==> config.mk <==
export PLATFORM = sky130hd
export DESIGN_NAME = wdog_two_stage
export DESIGN_NICKNAME = d
export VERILOG_FILES = /design/src/rtl/wdog_pkg.sv /design/src/rtl/wdog_tap_edge.sv /design/src/rtl/wdog_stage_fsm.sv /design/src/rtl/wdog_rst_pulse.sv /design/src/rtl/wdog_two_stage.sv
export SDC_FILE = /design/constraint.sdc
export NUM_CORES = 1
export LEC_CHECK = 0
export ABC_AREA = 1
export BUFFER_PORTS_ARGS = -buffer_cell sky130_fd_sc_hd__clkbuf_2
export CAP_MARGIN = 20
export CORE_AREA = 4 4 52 54
export DETAILED_ROUTE_END_ITERATION = 6
export DIE_AREA = 0 0 56 58
export PLACE_DENSITY = 0.66
export SLEW_MARGIN = 40
export SYNTH_ARGS = -nofsm -noshare
export SYNTH_HDL_FRONTEND = slang
export SYNTH_SLANG_ARGS = --single-unit
==> constraint.sdc <==
create_clock -name clk_i -period 1.7 [get_ports clk_i]
set_input_delay 0.34 -clock clk_i [delete_from_list [all_inputs] [get_ports clk_i]]
set_output_delay 0.34 -clock clk_i [all_outputs]
set_load 0.05 [all_outputs]
==> src/rtl/wdog_pkg.sv <==
package wdog_pkg;
  typedef enum logic [1:0] {
    WD_IDLE  = 2'd0,
    WD_ARMED = 2'd1,
    WD_RESET = 2'd2
  } wd_state_e;
endpackage

==> src/rtl/wdog_tap_edge.sv <==
module wdog_tap_edge #(
  parameter int TB_W     = 64,
  parameter int SEL_W    = 2,
  parameter int TAP_LO   = 17,
  parameter int TAP_STEP = 4
) (
  input  logic             clk_i,
  input  logic             rst_ni,
  input  logic [TB_W-1:0]  tbase_i,
  input  logic [SEL_W-1:0] sel_i,
  output logic             tick_o
);
  localparam int N_TAP = 1 << SEL_W;

  logic [N_TAP-1:0] taps;
  logic             unused_tbase;
  logic             sel_bit;
  logic [SEL_W-1:0] sel_q;
  logic             prev_q, vld_q;

  for (genvar gi = 0; gi < N_TAP; gi++) begin : g_tap
    assign taps[gi] = tbase_i[TAP_LO + gi*TAP_STEP];
  end

  assign unused_tbase = ^tbase_i;
  assign sel_bit      = taps[sel_i];

  // previous value is reloaded every cycle, so a select change cannot fake an edge
  always_ff @(posedge clk_i or negedge rst_ni) begin
    if (!rst_ni) begin
      sel_q  <= '0;
      prev_q <= 1'b0;
      vld_q  <= 1'b0;
    end else begin
      sel_q  <= sel_i;
      prev_q <= sel_bit;
      vld_q  <= 1'b1;
    end
  end

  assign tick_o = vld_q & (sel_q == sel_i) & sel_bit & ~prev_q;
endmodule

==> src/rtl/wdog_stage_fsm.sv <==
module wdog_stage_fsm
  import wdog_pkg::*;
(
  input  logic clk_i,
  input  logic rst_ni,
  input  logic tick_i,
  input  logic clr_i,
  input  logic rst_en_i,
  input  logic done_i,
  output logic stat_o,
  output logic fire_o
);
  wd_state_e state_q, state_d;

  always_comb begin
    state_d = state_q;
    fire_o  = 1'b0;
    unique case (state_q)
      WD_IDLE:  if (tick_i) state_d = WD_ARMED;
      WD_ARMED: begin
        if (clr_i && !tick_i) begin
          state_d = WD_IDLE;
        end else if (tick_i && !clr_i && rst_en_i) begin
          state_d = WD_RESET;
          fire_o  = 1'b1;
        end
      end
      WD_RESET: if (done_i) state_d = WD_IDLE;
      default:  state_d = WD_IDLE;
    endcase
  end

  always_ff @(posedge clk_i or negedge rst_ni) begin
    if (!rst_ni) state_q <= WD_IDLE;
    else         state_q <= state_d;
  end

  assign stat_o = (state_q != WD_IDLE);

  AST_STAT_FALL_CAUSE: assert property (@(posedge clk_i) disable iff (!rst_ni)
    $fell(stat_o) |-> ($past(clr_i) || $past(done_i)));
endmodule

==> src/rtl/wdog_rst_pulse.sv <==
module wdog_rst_pulse #(
  parameter int LEN = 16
) (
  input  logic clk_i,
  input  logic rst_ni,
  input  logic start_i,
  output logic rst_o,
  output logic done_o
);
  localparam int CW = (LEN > 1) ? $clog2(LEN) : 1;

  logic [CW-1:0] cnt_q;
  logic          act_q;

  always_ff @(posedge clk_i or negedge rst_ni) begin
    if (!rst_ni) begin
      act_q <= 1'b0;
      cnt_q <= '0;
    end else if (start_i && !act_q) begin
      act_q <= 1'b1;
      cnt_q <= CW'(LEN - 1);
    end else if (act_q) begin
      if (cnt_q == '0) act_q <= 1'b0;
      else             cnt_q <= cnt_q - 1'b1;
    end
  end

  assign rst_o  = act_q;
  assign done_o = act_q && (cnt_q == '0);

  AST_NO_RESTART: assert property (@(posedge clk_i) disable iff (!rst_ni)
    start_i |-> !rst_o);
endmodule

==> src/rtl/wdog_two_stage.sv <==
module wdog_two_stage #(
  parameter int TB_W     = 64,
  parameter int SEL_W    = 2,
  parameter int TAP_LO   = 17,
  parameter int TAP_STEP = 4,
  parameter int RST_LEN  = 16
) (
  input  logic             clk_i,
  input  logic             rst_ni,
  input  logic [TB_W-1:0]  tbase_i,
  input  logic [SEL_W-1:0] per_sel_i,
  input  logic             irq_en_i,
  input  logic             rst_en_i,
  input  logic             stat_clr_i,
  output logic             stat_o,
  output logic             irq_o,
  output logic             wdt_rst_o
);
  localparam int RW = $clog2(RST_LEN + 1) + 1;

  logic tick, fire, done;

  wdog_tap_edge #(
    .TB_W(TB_W), .SEL_W(SEL_W), .TAP_LO(TAP_LO), .TAP_STEP(TAP_STEP)
  ) u_tap (
    .clk_i(clk_i), .rst_ni(rst_ni), .tbase_i(tbase_i), .sel_i(per_sel_i), .tick_o(tick)
  );

  wdog_stage_fsm u_fsm (
    .clk_i(clk_i), .rst_ni(rst_ni), .tick_i(tick), .clr_i(stat_clr_i),
    .rst_en_i(rst_en_i), .done_i(done), .stat_o(stat_o), .fire_o(fire)
  );

  wdog_rst_pulse #(.LEN(RST_LEN)) u_pulse (
    .clk_i(clk_i), .rst_ni(rst_ni), .start_i(fire), .rst_o(wdt_rst_o), .done_o(done)
  );

  assign irq_o = stat_o & irq_en_i;

  // checker: consecutive high cycles of the reset request
  logic [RW-1:0] run_q;
  always_ff @(posedge clk_i or negedge rst_ni) begin
    if (!rst_ni)        run_q <= '0;
    else if (wdt_rst_o) run_q <= run_q + 1'b1;
    else                run_q <= '0;
  end

  AST_RST_LEN_MAX: assert property (@(posedge clk_i) disable iff (!rst_ni)
    wdt_rst_o |-> (run_q < RW'(RST_LEN)));
  AST_RST_LEN_EXACT: assert property (@(posedge clk_i) disable iff (!rst_ni)
    $fell(wdt_rst_o) |-> (run_q == RW'(RST_LEN)));
  AST_RST_NEEDS_EN: assert property (@(posedge clk_i) disable iff (!rst_ni)
    $rose(wdt_rst_o) |-> ($past(rst_en_i) && $past(stat_o)));
  AST_RST_END_IDLE: assert property (@(posedge clk_i) disable iff (!rst_ni)
    $fell(wdt_rst_o) |-> !stat_o);
  AST_STAT_ON_TICK: assert property (@(posedge clk_i) disable iff (!rst_ni)
    $rose(stat_o) |-> $past(tick));
endmodule

==> metrics.txt, run 1 <==
router iterations before antenna repair 4; worst skew pair latency 0.27 ns; status complete, no violations; clk slew on worst S/H paths 0.07 ns; Initial Util 28.1%; Worst path depth 3; post-synth cell types 17; final setup fails 0; gr ovfl total 0; Setup crit start kind register; share of layout cells above drive strength 1 30.5%; die width 56 µm; number of core rows 17; largest net degree at the start of global routing 12; Inst Count DP 118; TritonCTS Buffers 3; # diodes 0; first-pass GRT wire length 1950 µm; Root Buffer clkbuf_4; Highest Clock Rate 657 MHz; gpl congestion 0.736; CP arrival 1.18 ns; Post-Syn Area 622 µm²; # hold bufs at CTS 1; Yosys reg bits 11; initial antenna violation count 0; via count 502; DRC 0; CP cell instances nor2_1 > inv_1 > clkbuf_2; RSZ-0062 raised after global routing false; Fin. Hold Viols 0; HPWL after DPL 858 µm; Worst EP required 1.36 ns; Vias/cell 4.08; WP buf/inv 2; setup bufs post-CTS 0; initial drt markers 5; max incr delay on CP 0.39 ns; mux cell area share after synthesis 1.81%; Cell Pwr Density 1150 mW/mm²; CTS tree built; DIE HEIGHT 58 µm; Post-Synth Simple-Gate Area 32.4%; Core Area 0.00221 mm²; Non-Filler Instances 123; CP Class reg -> out; nets 168; Ys Warns 0; crit path max fanout 3; critical path's top delay family flip-flops; nature of the critical path endpoint output port; worst-case clock buffer depth 2; Hold Path Depth 1; worst vdd rail ir drop 0.000502 V; main combinational cell family by area after synthesis simple AND/OR/NAND/NOR gates; vias in the first global route 486; Clock Skew 0.00235 ns; clock period minus worst slack 1.52 ns; Synth Area in Compound Gates 2.01%; crit share post-route 89.5%; Adder-Cell Fraction of Synth Area 2.01%; Worst Hold Class in -> reg; io pins 74; gr usage total 7.78%; Leak Pwr 0.441 nW; worst-case reg-to-reg path depth 7; crit path max-delay cell type dfrtp_1; Max Slew Vio Count 0; gate count after technology mapping 77; I/O Buffers 13; Antenna Nets Post-Route 0; Max-Cap Viols 0; Syn Nets 149; htree depth 1; die area 0.00325 mm²; post_cts resized 0; syn avg cell area 8.08 µm²; sequential fraction of the synthesis area 44.3%; WL final 1060 µm; Synth Area in XOR/XNOR 4.23%; Routed wire per std cell 8.64 µm; clock sinks 11; synth-to-layout area growth 21.9%; Setup TNS Final 0 ns
[layout by cell type, fill, tap and decap left out, drive strengths merged]
cell type	n
xor2	3
clkbuf	17
dlygate4sd3	1
nand2	21
nor3	1
ha	1
nand4	1
inv	21
nor2	5
conb	1
o21ai	1
nand3	9
dfrtp	11
mux2	1
o211ai	1
[sequential cells by signal (all words and copies together) (netlist names)]
name,count
u_tap.vld_q,1
u_pulse.cnt_q,4
u_tap.prev_q,1
u_fsm.state_q,2
u_tap.sel_q,2
u_pulse.rst_o,1
[metal layers]
layer  part of all wire, %  track usage [%]  vias up
li1                      -                -      263
met1                    43             7.84      230
met2                    49             13.4        7
met3                   5.5             3.12        2
met4                   2.0             5.08        0
met5                     0                0        -
[area by class of cell]
class                           count  area, µm²
Inverter                           21       78.8
Tap cell                           28       35.0
Clock buffer                        4       26.3
Timing Repair Buffer               14       75.1
Sequential cell                    11        275
Fill cell                         234       1450
Multi-Input combinational cell     45        268
[synth_stat cells, drive strengths merged]
| master | number | area, µm² |
|---|---|---|
| conb | 1 | 3.75 |
| nand3 | 9 | 60.1 |
| xor2 | 3 | 26.3 |
| nand4 | 1 | 21.3 |
| mux2 | 1 | 11.3 |
| nor2 | 5 | 26.3 |
| nor3 | 1 | 5.00 |
| nand2 | 21 | 88.8 |
| o21ai | 1 | 5.00 |
| ha | 1 | 12.5 |
| dfrtp | 11 | 275 |
| o211ai | 1 | 7.51 |
| inv | 21 | 78.8 |
[worst paths after layout]
kind | slack [ns] | start | to
min reg2reg | 0.59 | u_fsm.state_q[1]$_DFFE_PN0P_ | u_fsm.state_q[1]$_DFFE_PN0P_
max | 0.18 | u_fsm.state_q[1]$_DFFE_PN0P_ | stat_o
min | 0.25 | per_sel_i[1] | u_tap.sel_q[1]$_DFF_PN0_
max reg2reg | 0.30 | u_pulse.cnt_q[0]$_DFFE_PN0P_ | u_pulse.cnt_q[3]$_DFFE_PN0P_
min in group asynchronous | 0.48 | rst_ni | u_pulse.cnt_q[2]$_DFFE_PN0P_
max in group asynchronous | 0.99 | rst_ni | u_tap.prev_q$_DFF_PN0_
[metrics by stage]
step           setup WS [ns]  total power [mW]  cell area (µm²)  hold WS [ns]  utilization, %
3_5_place_dp           0.307             0.697              722         0.237            32.6
2_1_floorplan          0.306             0.618              622        0.0444               -
5_1_grt                0.115             0.948              758         0.239            34.3
4_1_cts                0.155             0.887              758         0.238            34.3
3_3_place_gp           0.348             0.684              722         0.226            32.6
6_report               0.178             0.869              758         0.248            34.3
[logic make-up after synthesis]
family | after synthesis
flops | 11
xor+xnor | 3
compound gates | 2
buf+inv | 21
other cells | 1
fa+ha+maj | 1
simple gates | 37
mux | 1
[power breakdown]
| part | switching (mW) | internal [mW] |
|---|---|---|
| clock network | 0.0883 | 0.0908 |
| logic | 0.245 | 0.109 |
| registers | 0.0206 | 0.316 |
| total | 0.353 | 0.515 |
Note: power is estimated with default switching activity, not from simulation.
==> run 2, diff against run 1 <==
- CORE_AREA: 4 4 52 54 -> 4 4 50 52
- DIE_AREA: 0 0 56 58 -> 0 0 54 56
- PLACE_DENSITY: 0.66 -> 0.71
==> run 2 against run 1 <==
Against the previous run: non-clock buffer count did not move; via count up 3.6%; clock-buffer cell count shrank 1; final cell count is the same; critical path depth did not move; register-to-register slack about the same; routed wire length grew 4.1%; die area fell by 6.9%; combinational power about the same; global-route usage up 1.7 points.
==> metrics.txt, run 2 (synthesis results as in run 1) <==
Leak Pwr 0.444 nW; setup bufs post-CTS 0; Highest Clock Rate 657 MHz; Vias/cell 4.23; Top reg by flops u_pulse.cnt_q; DIE HEIGHT 56 µm; initial drt markers 4; CP Class reg -> out; nature of the critical path endpoint output port; crit path max fanout 3; die area 0.00302 mm²; die width 54 µm; status complete, no violations; crit share post-route 89.5%; gr ovfl total 0; Setup TNS Final 0 ns; leading cell type in the layout, fill and taps excluded inv_1; commonest non-fill, non-tap cells in the layout inv_1, nand2_1, clkbuf_2, dfrtp_1, nand3_1; Clock Skew 0.0133 ns; via count 520; gpl congestion 0.729; number of core rows 17; clock period minus worst slack 1.52 ns; Initial Util 29.5%; router iterations before antenna repair 2; worst-case clock buffer depth 2; Antenna Nets Post-Route 0; Setup crit start kind register; CP arrival 1.18 ns; io pins 74; htree depth 1; DRC 0; max FFs per register 4; Worst Hold Class in -> reg; worst skew pair latency 0.28 ns; Final Core Density 36.1%; Core Area 0.00211 mm²; Max-Cap Viols 0; Cell Pwr Density 1150 mW/mm²; post_cts resized 0; final worst setup slack 0.179 ns; synth-to-layout area growth 22.1%; HPWL after DPL 874 µm; initial antenna violation count 0; Routed wire per std cell 9.00 µm; TritonCTS Buffers 3; clk slew on worst S/H paths 0.08 ns; Fin Hold WS 0.220 ns; share of layout cells above drive strength 1 31.6%; dpl ws 0.316 ns; RSZ-0062 raised after global routing false; largest net degree at the start of global routing 12; first-pass GRT wire length 2010 µm; nets 168; # hold bufs at CTS 1; # diodes 0; I/O Buffers 13; final setup fails 0; CTS tree built; worst vdd rail ir drop 0.000470 V; Regs by FF count u_pulse.cnt_q (4), u_fsm.state_q (2), u_tap.sel_q (2); Fin. Hold Viols 0; WL final 1110 µm; gr usage total 9.52%; Worst EP required 1.36 ns; clock sinks 11; Max Slew Vio Count 0; Total Power 872 µW; Root Buffer clkbuf_4; vias in the first global route 526
run 2: cell types whose count changed in the layout (fill, tap and decap cells not counted):
cell	change
clkbuf_1	-1
clkinv_2	+1
run 2: layout make-up:
class	instances	area (µm²)
inverters	21	78.8
repair buffers	14	75.1
well taps	28	35.0
clock buffers	3	22.5
multi-input cells	45	268
fillers	231	1350
clock inverters	1	5.00
flip-flops and latches	11	275
run 2: critical path, cell delays in order (launching register included):
cell      delay (ns)
dfrtp_1         0.40
nor2_1          0.19
inv_1           0.08
clkbuf_2        0.24
run 2: power breakdown:
group	internal (mW)	leakage (nW)	switching, mW
sequential	0.316	0.140	0.0215
clock	0.0872	0.0177	0.0927
combinational	0.109	0.286	0.246
run 2: routing by layer:
metal	share of wire, %	vias to the layer above	GRT usage (%)
met1	42	242	9.02
li1	-	266	-
met3	3.2	4	2.41
met5	0	-	0
met2	50	8	15.2
met4	4.5	0	9.96
run 2: final timing paths:
| check | startpoint | to | slack [ns] | depth (start not counted) |
|---|---|---|---|---|
| worst max-delay path | u_fsm.state_q[1]$_DFFE_PN0P_ | stat_o | 0.18 | 3 |
| worst min-delay path | per_sel_i[1] | u_tap.sel_q[1]$_DFF_PN0_ | 0.22 | 1 |
| worst max register to register | u_pulse.cnt_q[0]$_DFFE_PN0P_ | u_pulse.cnt_q[3]$_DFFE_PN0P_ | 0.31 | 7 |
| worst min register to register | u_fsm.state_q[0]$_DFFE_PN0P_ | u_fsm.state_q[0]$_DFFE_PN0P_ | 0.59 | 3 |
| max in group asynchronous | rst_ni | u_pulse.cnt_q[3]$_DFFE_PN0P_ | 0.99 | 2 |
| min in group asynchronous | rst_ni | u_tap.vld_q$_DFF_PN0_ | 0.47 | 2 |
run 2: through the flow:
stage          area [µm²]  cells
5_1_grt               759    123
3_5_place_dp          722    118
6_report              759    123
2_1_floorplan         622     77
4_1_cts               759    123
3_3_place_gp          722    118
